==> src/rtl/hp_pkg.sv <==
package hp_pkg;
  localparam int unsigned REG_W   = 16;
  localparam int unsigned CTRL_LO = 6;
  localparam int unsigned CTRL_HI = 11;
  localparam int unsigned CTRL_W  = CTRL_HI - CTRL_LO + 1;
  localparam int unsigned CC_BIT  = 4;

  typedef logic [CTRL_W-1:0] ctrl_t;
  typedef logic [REG_W-1:0]  reg_t;
endpackage

==> src/rtl/hp_cmd_detect.sv <==
module hp_cmd_detect
  import hp_pkg::*;
#(
  parameter bit LEGACY_MODE = 1'b1,
  parameter bit HP_CAPABLE  = 1'b1
) (
  input  logic  ctrl_wr_i,
  input  ctrl_t old_ctrl_i,
  input  ctrl_t new_ctrl_i,
  output logic  is_cmd_o
);
  logic changed;

  // attention, power indicator, power controller, interlock
  assign changed = (old_ctrl_i[1:0] != new_ctrl_i[1:0]) ||
                   (old_ctrl_i[3:2] != new_ctrl_i[3:2]) ||
                   (old_ctrl_i[4]   != new_ctrl_i[4])   ||
                   (old_ctrl_i[5]   != new_ctrl_i[5]);

  generate
    if (!HP_CAPABLE) begin : g_incap
      assign is_cmd_o = 1'b0;
    end else if (LEGACY_MODE) begin : g_legacy
      assign is_cmd_o = ctrl_wr_i && changed;
    end else begin : g_spec
      assign is_cmd_o = ctrl_wr_i;
    end
  endgenerate
endmodule

==> src/rtl/hp_cmd_queue.sv <==
module hp_cmd_queue
  import hp_pkg::*;
(
  input  logic  clk_i,
  input  logic  rst_ni,
  input  logic  cmd_i,
  input  ctrl_t snap_i,
  input  logic  ack_i,
  output logic  valid_o,
  output ctrl_t data_o,
  output logic  done_o
);
  logic  valid_q, pending_q;
  ctrl_t data_q;

  always_ff @(posedge clk_i or negedge rst_ni) begin
    if (!rst_ni) begin
      valid_q   <= 1'b0;
      pending_q <= 1'b0;
      data_q    <= '0;
    end else if (valid_q && ack_i) begin
      // back-to-back issue of a merged pending command
      if (pending_q || cmd_i) begin
        data_q <= snap_i;
      end else begin
        valid_q <= 1'b0;
      end
      pending_q <= 1'b0;
    end else if (valid_q) begin
      if (cmd_i) pending_q <= 1'b1;
    end else if (cmd_i) begin
      valid_q <= 1'b1;
      data_q  <= snap_i;
    end
  end

  assign valid_o = valid_q;
  assign data_o  = data_q;
  assign done_o  = valid_q && ack_i;

  p_valid_hold_r6: assert property (@(posedge clk_i) disable iff (!rst_ni)
    valid_q && !ack_i |=> valid_q);
  p_data_stable_r6: assert property (@(posedge clk_i) disable iff (!rst_ni)
    valid_q && !ack_i |=> $stable(data_q));
  p_pending_issue_r9: assert property (@(posedge clk_i) disable iff (!rst_ni)
    valid_q && ack_i && pending_q |=> valid_q);
endmodule

==> src/rtl/hp_cmd_status.sv <==
module hp_cmd_status (
  input  logic clk_i,
  input  logic rst_ni,
  input  logic set_i,
  input  logic clr_i,
  output logic cc_o
);
  logic cc_q;

  // completion wins over a simultaneous clear
  always_ff @(posedge clk_i or negedge rst_ni) begin
    if (!rst_ni)    cc_q <= 1'b0;
    else if (set_i) cc_q <= 1'b1;
    else if (clr_i) cc_q <= 1'b0;
  end

  assign cc_o = cc_q;

  p_cc_rise_r7: assert property (@(posedge clk_i) disable iff (!rst_ni)
    $rose(cc_q) |-> $past(set_i));
endmodule

==> src/rtl/hp_slot_cmd_tracker.sv <==
module hp_slot_cmd_tracker
  import hp_pkg::*;
#(
  parameter bit          LEGACY_MODE = 1'b1,
  parameter bit          HP_CAPABLE  = 1'b1,
  parameter int unsigned ADDR_W      = 12,
  parameter logic [ADDR_W-1:0] CTRL_ADDR = 12'h0A8,
  parameter logic [ADDR_W-1:0] STAT_ADDR = 12'h0AA
) (
  input  logic              clk_i,
  input  logic              rst_ni,
  input  logic              cfg_wr_i,
  input  logic [ADDR_W-1:0] cfg_addr_i,
  input  logic [15:0]       cfg_wdata_i,
  output logic [15:0]       cfg_rdata_o,
  output logic              cmd_valid_o,
  input  logic              cmd_ack_i,
  output logic [5:0]        cmd_ctrl_o
);
  reg_t  ctrl_q, ctrl_d;
  logic  ctrl_wr, stat_wr, is_cmd, done, cc;
  ctrl_t snap;

  assign ctrl_wr = cfg_wr_i && (cfg_addr_i == CTRL_ADDR);
  assign stat_wr = cfg_wr_i && (cfg_addr_i == STAT_ADDR);
  assign ctrl_d  = ctrl_wr ? cfg_wdata_i : ctrl_q;
  assign snap    = ctrl_d[CTRL_HI:CTRL_LO];

  always_ff @(posedge clk_i or negedge rst_ni) begin
    if (!rst_ni) ctrl_q <= '0;
    else         ctrl_q <= ctrl_d;
  end

  hp_cmd_detect #(
    .LEGACY_MODE(LEGACY_MODE),
    .HP_CAPABLE (HP_CAPABLE)
  ) i_detect (
    .ctrl_wr_i (ctrl_wr),
    .old_ctrl_i(ctrl_q[CTRL_HI:CTRL_LO]),
    .new_ctrl_i(cfg_wdata_i[CTRL_HI:CTRL_LO]),
    .is_cmd_o  (is_cmd)
  );

  hp_cmd_queue i_queue (
    .clk_i  (clk_i),
    .rst_ni (rst_ni),
    .cmd_i  (is_cmd),
    .snap_i (snap),
    .ack_i  (cmd_ack_i),
    .valid_o(cmd_valid_o),
    .data_o (cmd_ctrl_o),
    .done_o (done)
  );

  hp_cmd_status i_status (
    .clk_i (clk_i),
    .rst_ni(rst_ni),
    .set_i (done),
    .clr_i (stat_wr && cfg_wdata_i[CC_BIT]),
    .cc_o  (cc)
  );

  always_comb begin
    cfg_rdata_o = '0;
    if (cfg_addr_i == CTRL_ADDR)      cfg_rdata_o = ctrl_q;
    else if (cfg_addr_i == STAT_ADDR) cfg_rdata_o[CC_BIT] = cc;
  end

  p_cc_after_ack_r7: assert property (@(posedge clk_i) disable iff (!rst_ni)
    $rose(cc) |-> $past(cmd_valid_o && cmd_ack_i));
  p_no_cmd_incap_r10: assert property (@(posedge clk_i) disable iff (!rst_ni)
    !HP_CAPABLE |-> !cmd_valid_o);
  p_stat_no_cmd_r11: assert property (@(posedge clk_i) disable iff (!rst_ni)
    stat_wr && !cmd_valid_o |=> !cmd_valid_o);
endmodule

==> config.mk <==
export PLATFORM = sky130hd
export DESIGN_NAME = hp_slot_cmd_tracker
export DESIGN_NICKNAME = d
export VERILOG_FILES = /design/src/rtl/hp_pkg.sv /design/src/rtl/hp_cmd_detect.sv /design/src/rtl/hp_cmd_queue.sv /design/src/rtl/hp_cmd_status.sv /design/src/rtl/hp_slot_cmd_tracker.sv
export SDC_FILE = /design/constraint.sdc
export NUM_CORES = 1
export LEC_CHECK = 0
export BUFFER_PORTS_ARGS = -buffer_cell sky130_fd_sc_hd__buf_2
export CORE_MARGIN = 2
export CORE_UTILIZATION = 49
export CTS_BUF_LIST = sky130_fd_sc_hd__clkbuf_4 sky130_fd_sc_hd__clkbuf_8
export CTS_CLUSTER_DIAMETER = 40
export DETAILED_ROUTE_END_ITERATION = 8
export PLACE_DENSITY_LB_ADDON = 0.12
export SETUP_SLACK_MARGIN = 0.4
export SLEW_MARGIN = 15
export SYNTH_ARGS = -nofsm -noshare
export SYNTH_HDL_FRONTEND = slang
export SYNTH_SLANG_ARGS = --single-unit
==> constraint.sdc <==
create_clock -name clk_i -period 2.3 [get_ports clk_i]
set_clock_uncertainty 0.2 [all_clocks]
set_input_delay 0.23 -clock clk_i [delete_from_list [all_inputs] [get_ports clk_i]]
set_output_delay 0.23 -clock clk_i [all_outputs]
set_load 0.02 [all_outputs]
-- After elaboration in Yosys (flattened, before gate mapping)
Cells that the tools add are included.
- logic and storage cells: 47
- register bits: 25
- output and inout bits: 23
- equal/unequal tests: 9
- reductions and logical operators: 14
- multiplexer cells: 18
- operator list (operator ; count):
    equality test 12 x 8 -> 1 bit, second input constant ; 2
    2-to-1 mux 6 bit ; 4
    2-to-1 mux 12 bit ; 1
    2-to-1 mux 1 bit ; 11
    2-to-1 mux 11 bit ; 1
    nonzero test 2 bit ; 3
    logical AND 1 bit ; 5
    logical OR 1 bit ; 4
    2-to-1 mux 4 bit ; 1
    inequality test 2 bit ; 2
    inequality test 2 bit, second input constant ; 2
    AND reduction 3 bit ; 1
    inequality test 1 bit ; 2
    inequality test 2 x 1 -> 1 bit, second input constant ; 1
    AND reduction 2 bit ; 1

-- Depth between registers and ports, before layout
Gate-level depths: netlist of the first run.
- word-level depth: 8
- depth in mapped cells: 7

-- Modules after synthesis
Synthesis of the first run repeated with hierarchy kept, for this count alone.
- cells, all modules: 93
- area, all modules: 1204.9 µm²
- by module, submodules not included (module ; area each (µm²) ; cells an instance ; sequential area each (µm²) ; instances):
    hp_slot_cmd_tracker ; 784.5 ; 60 ; 400.4 ; 1
    hp_cmd_queue ; 316.6 ; 22 ; 200.2 ; 1
    hp_cmd_detect ; 67.6 ; 8 ; 0.0 ; 1
    hp_cmd_status ; 36.3 ; 3 ; 25.0 ; 1

-- Worst setup path after synthesis of the first run
Ideal clock, no wire load.
- kind: input to register
- start: input cfg_addr_i[8]
- end: register i_queue.data_q[0] (netlist: i_queue.data_o[0])
- arrival: 2.299 ns
- setup slack: -0.322 ns
- stages: 6
- setup time: 0.123 ns
- cells stage by stage: or4_4 > or4_4 > or3b_1 > buf_6 > a211o_4 > o221a_1
- cells in the longest elaborated chain, start to end: 6
- elaborated cells between the ends (all ways): 12
- those cells by class: eq/ne (2); mux (5); reduce/logical (5)
- ends and longest elaborated chain (item ; line ; RTL):
    start: declaration ; hp_slot_cmd_tracker.sv:13 ; input logic [ADDR_W-1:0] cfg_addr_i,
    equality test 12 x 8 -> 1 bit * ; hp_slot_cmd_tracker.sv:24 ; assign ctrl_wr = cfg_wr_i && (cfg_addr_i == CTRL_ADDR);
    logical AND 1 bit * ; hp_slot_cmd_tracker.sv:24 ;
    2-to-1 mux 12 bit or logical AND 1 bit (tied branches) ; hp_slot_cmd_tracker.sv:26, hp_cmd_detect.sv:24 ;
    2-to-1 mux 6 bit or logical OR 1 bit (tied branches) ; hp_cmd_queue.sv:31, hp_cmd_queue.sv:23 ;
    2-to-1 mux 6 bit or inequality test 2 x 1 -> 1 bit (tied branches) ; n/a ;
    2-to-1 mux 6 bit or AND reduction 3 bit (tied branches) ; n/a ;
    end signal: assignment ; hp_cmd_queue.sv:24 ; data_q <= snap_i;
    end signal: assignment ; hp_cmd_queue.sv:33 ; data_q <= snap_i;
    end: declaration ; hp_cmd_queue.sv:14 ; ctrl_t data_q;
Mark *: on every way between the ends. The rest lies on a longest branch, timed or not. The select of a mux whose other input is x is not followed.
A chain may end at the register's enable or synchronous reset.

-- Final worst setup path of the first run
- start: input cfg_addr_i[0]
- end: output cfg_rdata_o[5]
- cells in the longest elaborated chain, start to end: 2
- ends and longest elaborated chain (item ; line ; RTL):
    equality test 12 x 8 -> 1 bit ; hp_slot_cmd_tracker.sv:65 ; if (cfg_addr_i == CTRL_ADDR) cfg_rdata_o = ctrl_q;
    2-to-1 mux 11 bit ; hp_slot_cmd_tracker.sv:65 ;
    end: declaration ; hp_slot_cmd_tracker.sv:15 ; output logic [15:0] cfg_rdata_o,
Every way passes these cells.

==> results.yml, run 1 <==
timing:
  setup_viol: 21
  rsz0062_at_grt: "yes"
  slew_headroom_pct: 60.2
  hold_viol_final: 0
  worst_slack_ns: -0.0713
  fmax_ghz: 0.422
  min_period_ns: 2.37
  finalCritPeriodShare_pct: 103
  tightest_slew_ns: 0.593
  maxSlewViolCount: 0
  holdWs_ns: 0.0440
floorplan:
  die_w_um: 54.9
  placeableCoreArea_mm2: 0.00245
  pin_count: 55
  die_h_um: 54.9
  dieArea_mm2: 0.00301
  fp-row-count: 18
  start_util_pct: 51.7
setup_path:
  critical_path_arrival_ns: 1.94
  path_class: "primary input to output port"
  worstPathRequired_ns: 1.87
  end_kind: "output port"
  path_max_fanout: 8
  start_kind: "primary input"
  r2r_slack_ns: 0.45
power_and_ir_drop:
  power_leakage_nw: 1.05
  p_sw_share_pct: 23.2
  powerDensity_mw_per_mm2: 366
  switching_power_w: 0.000173
  peakVddDrop_v: 0.000403
  p_comb_share_pct: 11.5
  p_seq_share_pct: 59.5
  power_w: 0.000745
  p_int_w: 0.000572
  clockPowerShare_pct: 29.0
layout:
  stdcell_count: 252
  antennaDiodeCount: 0
  area_growth_pct: 60.6
  stdcell_area_mm2: 0.00204
  drive_gt1_share_pct: 41.9
  fin_nets: 255
placement:
  numPortBuffers: 54
  dp_hpwl_mm: 2.19
  place_congestion: 0.789
  placed_area_mm2: 0.00163
  placed_cells: 227
outcome:
  status: "finished, violations left"
  violations: "setup timing"
cts:
  cts_tree: "done"
  clockBufferDepth: 2
  clock_sinks: 25
  clk_pin_slew_ns: 0.15
  clk_latency_ns: 0.32
  clockRootBuffer: "clkbuf_4"
  h-tree-depth: 1
  numCtsBuffers: 3
drt:
  routed_wirelength_mm: 3.38
  vias: 1279
  first_pass_iters: 4
  drcViolationCount: 0
  avgViaCountPerCell: 5.08
  wl_per_cell_um: 13.4
  ant_nets: 0
  drt_iter0_drc: 17
synth:
  synth_nets: 171
  syn_avg_cell_area_um2: 9.13
  ys_seq_elements: 25
  seq_area_frac_synth_pct: 49.3
  syn_inst: 139
  syn_area_mm2: 0.00127
  ys.warnings.count: 0
  ys_types: 24
global_routing:
  grt_antenna_before_repair: 0
  grt_use_total_pct: 24.1
  gr-total-overflow: 0
  grt_start_max_net_pins: 26
  grt_pass1_vias: 1315
  grt_pass1_wl_mm: 5.20
min_path:
  worstHoldPathType: "primary input to flip-flop"
flow_run:
  maxCapViolCount: 0
worst paths after layout:
check                                    end     startpoint  cells past startpoint
min reg2reg                       ctrl_q[15]     ctrl_q[15]                      2
max reg2reg                i_queue.data_o[5]      ctrl_q[6]                      6
max                           cfg_rdata_o[5]  cfg_addr_i[0]                      8
min in group asynchronous      i_status.cc_o         rst_ni                      2
max in group asynchronous          ctrl_q[7]         rst_ni                      2
min                            i_status.cc_o       cfg_wr_i                      4
final cells by class:
cell class	instances	area (µm²)
Inverter	1	3.75
Multi-Input combinational cell	109	673
Fill cell	145	418
Clock buffer	4	30.0
Tap cell	30	37.5
Sequential cell	25	626
Timing Repair Buffer	83	667
Yosys cell counts:
cell       number  area, µm²
o21ai_0         3       15.0
or3b_1          1       8.76
or4bb_1         1       11.3
buf_6           1       11.3
o221a_1         6       67.6
dfrtp_1        25        626
nor3_1          1       5.00
xnor2_1         6       52.6
nor4_2          1       12.5
nor2_1          3       11.3
and2_1         15       93.8
nand2_1        55        206
a21oi_1         1       5.00
nand4bb_1       1       11.3
nand3_1         1       5.00
nand2b_1        7       43.8
a211o_4         1       17.5
nor2b_1         1       6.26
or4_4           2       22.5
nand4_1         1       6.26
o21ai_1         1       5.00
mux2i_1         1       10.0
inv_1           1       3.75
clkbuf_1        3       11.3
layout by cell type, fill, tap and decap left out, drive strengths merged, types with 3 or more instances in the layout:
master       Yosys  final
and2            15     15
o221a            6      6
nand2b           7      7
dfrtp           25     25
nor2             3      3
nand2           55     55
xnor2            6      6
clkbuf           3      4
o21ai            4      4
dlygate4sd3      0     18
buf              1     65
layer usage:
metal  vias to the layer above  wire [µm]  global-route usage [%]
li1                        623          -                       -
met1                       614       1340                    24.6
met2                        36       1880                    47.4
met3                         6        117                    2.46
met4                         0         55                    12.1
met5                         -          0                       0
sequential cells by signal (all words and copies together) (netlist names):
name,count
i_status.cc_o,1
ctrl_q,16
i_queue.data_o,6
i_queue.valid_o,1
i_queue.pending_q,1
metrics by stage:
stage	worst slack, ns	utilization (%)	setup TNS [ns]
2_1_floorplan	-0.322	-	-2.31
3_3_place_gp	-0.344	66.5	-6.82
3_5_place_dp	-0.377	66.5	-7.31
4_1_cts	-0.0597	81.0	-0.764
5_1_grt	-0.101	83.0	-1.58
6_report	-0.0713	83.0	-1.06
timing repair:
action / CTS / global route
pin swaps: 10 / 9
endpoints found under the hold margin: 42 / 0
gates cloned: 0 / 0
setup buffers: 1 / 2
gates resized for setup: 49 / 10
endpoints found under the setup margin: 38 / 38
hold buffers: 18 / 0
worst max-delay path: stages:
cell and delay (ns):
buf_6 0.09, or4_4 0.52, or4_4 0.44, buf_6 0.14, nor2_4 0.12, buf_6 0.14, and2_4 0.15, buf_6 0.11
power by group through the flow:
| stage | registers [W] | logic [W] | clock network, W |
|---|---|---|---|
| detailed placement | 0.000451 | 0.0000583 | 0 |
| global placement | 0.000451 | 0.0000567 | 0 |
| global route | 0.000444 | 0.0000931 | 0.000241 |
| CTS | 0.000443 | 0.0000833 | 0.000216 |
| floorplan | 0.000452 | 0.0000132 | 0 |
| finish | 0.000443 | 0.0000855 | 0.000216 |
logic make-up (layout without fill, tap and decap cells):
| logic type | count (synthesis) | after routing | share of synthesized area, % |
|---|---|---|---|
| AND/OR/NAND/NOR | 90 | 90 | 35.0 |
| AO/OA/AOI/OAI | 12 | 12 | 8.68 |
| buffers and inverters | 5 | 88 | 2.07 |
| flip-flops | 25 | 25 | 49.3 |
| XOR/XNOR | 6 | 6 | 4.14 |
| multiplexers | 1 | 1 | 0.789 |
(Power assumes the default switching activity.)
==> run 2, diff against run 1 <==
--- a/config.mk
+++ b/config.mk
@@ -6,7 +6,7 @@
 export NUM_CORES = 1
 export LEC_CHECK = 0
 export BUFFER_PORTS_ARGS = -buffer_cell sky130_fd_sc_hd__buf_2
-export CORE_MARGIN = 2
+export CORE_MARGIN = 4
 export CORE_UTILIZATION = 49
 export CTS_BUF_LIST = sky130_fd_sc_hd__clkbuf_4 sky130_fd_sc_hd__clkbuf_8
 export CTS_CLUSTER_DIAMETER = 40
==> run 2 against run 1 <==
The flow still finishes with violations (setup timing); combinational power is 0.7% higher; global-route usage is 0.76 points lower; core utilization is 2.0 points lower; power is 2.9% lower; cell count is 0.79% lower; sequential share of layout area is 0.46 points higher; highest routed layer unchanged; largest power group unchanged; non-clock buffer count is 2 lower; flip-flop and latch count stayed put; critical path depth stayed put; sequential power hardly changed; worst hold slack worse by 0.026 ns; count of clock-buffer cells in the layout is 1 lower.
==> results.yml, run 2 (synthesized netlist as in run 1, its figures left out) <==
timing:
  slew_headroom_pct: 51.3
  setup_viol: 16
  min_period_ns: 2.33
  finalCritPeriodShare_pct: 101
  tightest_slew_ns: 0.726
  rsz0062_at_grt: "yes"
  worst_slack_ns: -0.0297
  holdWs_ns: 0.0182
  fmax_ghz: 0.429
  maxSlewViolCount: 0
  hold_viol_final: 0
drt:
  drt_iter0_drc: 44
  wl_per_cell_um: 14.6
  ant_nets: 0
  drcViolationCount: 0
  vias: 1261
  avgViaCountPerCell: 5.04
  routed_wirelength_mm: 3.66
  first_pass_iters: 4
global_routing:
  grt_pass1_wl_mm: 6.13
  grt_use_total_pct: 23.4
  grt_start_max_net_pins: 26
  grt_pass1_vias: 1365
  grt_antenna_before_repair: 0
  gr-total-overflow: 0
setup_path:
  r2r_cells: 6
  start_kind: "primary input"
  critical_path_arrival_ns: 1.90
  worstPathRequired_ns: 1.87
  path_max_fanout: 8
  rr_endpoint: "i_queue.data_o[5]"
  path_class: "primary input to output port"
  end_kind: "output port"
  r2r_slack_ns: 0.41
  timing.rr.start: "ctrl_q[6]"
outcome:
  violations: "setup timing"
  status: "finished, violations left"
floorplan:
  start_util_pct: 51.2
  pin_count: 55
  die_w_um: 58.9
  die_h_um: 58.9
  fp-row-count: 18
  placeableCoreArea_mm2: 0.00248
  dieArea_mm2: 0.00347
layout:
  drive_gt1_share_pct: 40.0
  regMostFlops: "ctrl_q"
  fin_nets: 253
  nFillCells: 166
  largest_reg_flops: 16
  area_growth_pct: 58.2
  final_common_cell: "nand2_1"
  antennaDiodeCount: 0
  stdcell_count: 250
  final_cell_mix: "nand2_1, buf_2, dfrtp_1"
power_and_ir_drop:
  power_leakage_nw: 1.04
  peakVddDrop_v: 0.000360
  powerDensity_mw_per_mm2: 360
  power_w: 0.000723
placement:
  placed_cells: 227
  place_congestion: 0.745
  numPortBuffers: 54
  dp_hpwl_mm: 2.34
min_path:
  worstHoldEndpoint: "i_queue.data_o[4]"
  worstHoldPathType: "primary input to flip-flop"
  hold_start: "cfg_wdata_i[10]"
  hold_depth: 2
cts:
  h-tree-depth: 1
  clk_latency_ns: 0.31
  numCtsBuffers: 3
  clk_pin_slew_ns: 0.13
  cts_tree: "done"
  clockBufferDepth: 2
  clockRootBuffer: "clkbuf_4"
  clock_sinks: 25
flow_run:
  maxCapViolCount: 0
-- run 2: changes by cell type in the layout (fill, tap and decap cells not counted), sizes merged --
cell | previous run | this run
buf | 65 | 63
clkbuf | 4 | 3
clkinv | 0 | 1
-- run 2: worst max path at each step --
stage	startpoint	end	slack, ns	cells after the start
after floorplan	cfg_addr_i[8]	i_queue.data_o[0]	-0.32	6
after global placement	cfg_addr_i[8]	i_queue.data_o[4]	-0.35	6
after detailed placement	cfg_addr_i[8]	i_queue.data_o[2]	-0.38	6
after CTS	cfg_addr_i[8]	cfg_rdata_o[0]	-0.03	8
after global routing	cfg_addr_i[8]	cfg_rdata_o[11]	-0.09	8
final	cfg_addr_i[8]	cfg_rdata_o[7]	-0.03	8
-- run 2: per-stage QoR --
stage                     utilization [%]  setup slack, ns  instance area, µm²  TNS, ns
after CTS                            80.8          -0.0291                2000   -0.343
after detailed placement             66.3           -0.383                1640    -7.16
after global routing                 81.0          -0.0858                2010    -1.28
final                                81.0          -0.0297                2010   -0.295
after floorplan                         -           -0.322                1290    -2.31
after global placement               66.3           -0.354                1640    -6.91
-- run 2: layer usage --
| layer | vias up | wire length (µm) | track usage [%] |
|---|---|---|---|
| met4 | 0 | 83 | 8.41 |
| met3 | 8 | 169 | 3.51 |
| met2 | 33 | 1980 | 41.2 |
| met1 | 601 | 1420 | 28.8 |
| li1 | 619 | - | - |
| met5 | - | 0 | 0 |
-- run 2: final cells by class --
type,instances,area (µm²),area share [%]
clock inverters,1,5.00,0.249
well taps,30,37.5,1.87
clock buffers,3,22.5,1.12
multi-input cells,109,673,33.5
repair buffers,81,639,31.9
flip-flops and latches,25,626,31.2
inverters,1,3.75,0.187
-- run 2: report_power, final --
group	leakage (nW)	internal (W)	total [W]	switching [W]
sequential	0.349	0.000442	0.000443	0.00000150
combinational	0.677	0.0000504	0.0000861	0.0000356
clock	0.0177	0.0000649	0.000194	0.000129
-- run 2: critical path, cell delays in order --
cell and delay [ns]:
buf_6 0.09, or4_4 0.52, or4_4 0.43, buf_6 0.14
nor2_4 0.10, buf_6 0.14, and2_4 0.15, buf_6 0.11
-- run 2: timing repair --
action / in CTS / in global routing
gates resized for setup: 47 / 5
setup endpoints to repair: 38 / 38
endpoints found under the hold margin: 42 / 0
setup buffers: 1 / 0
pin swaps: 5 / 3
hold buffers: 18 / 0
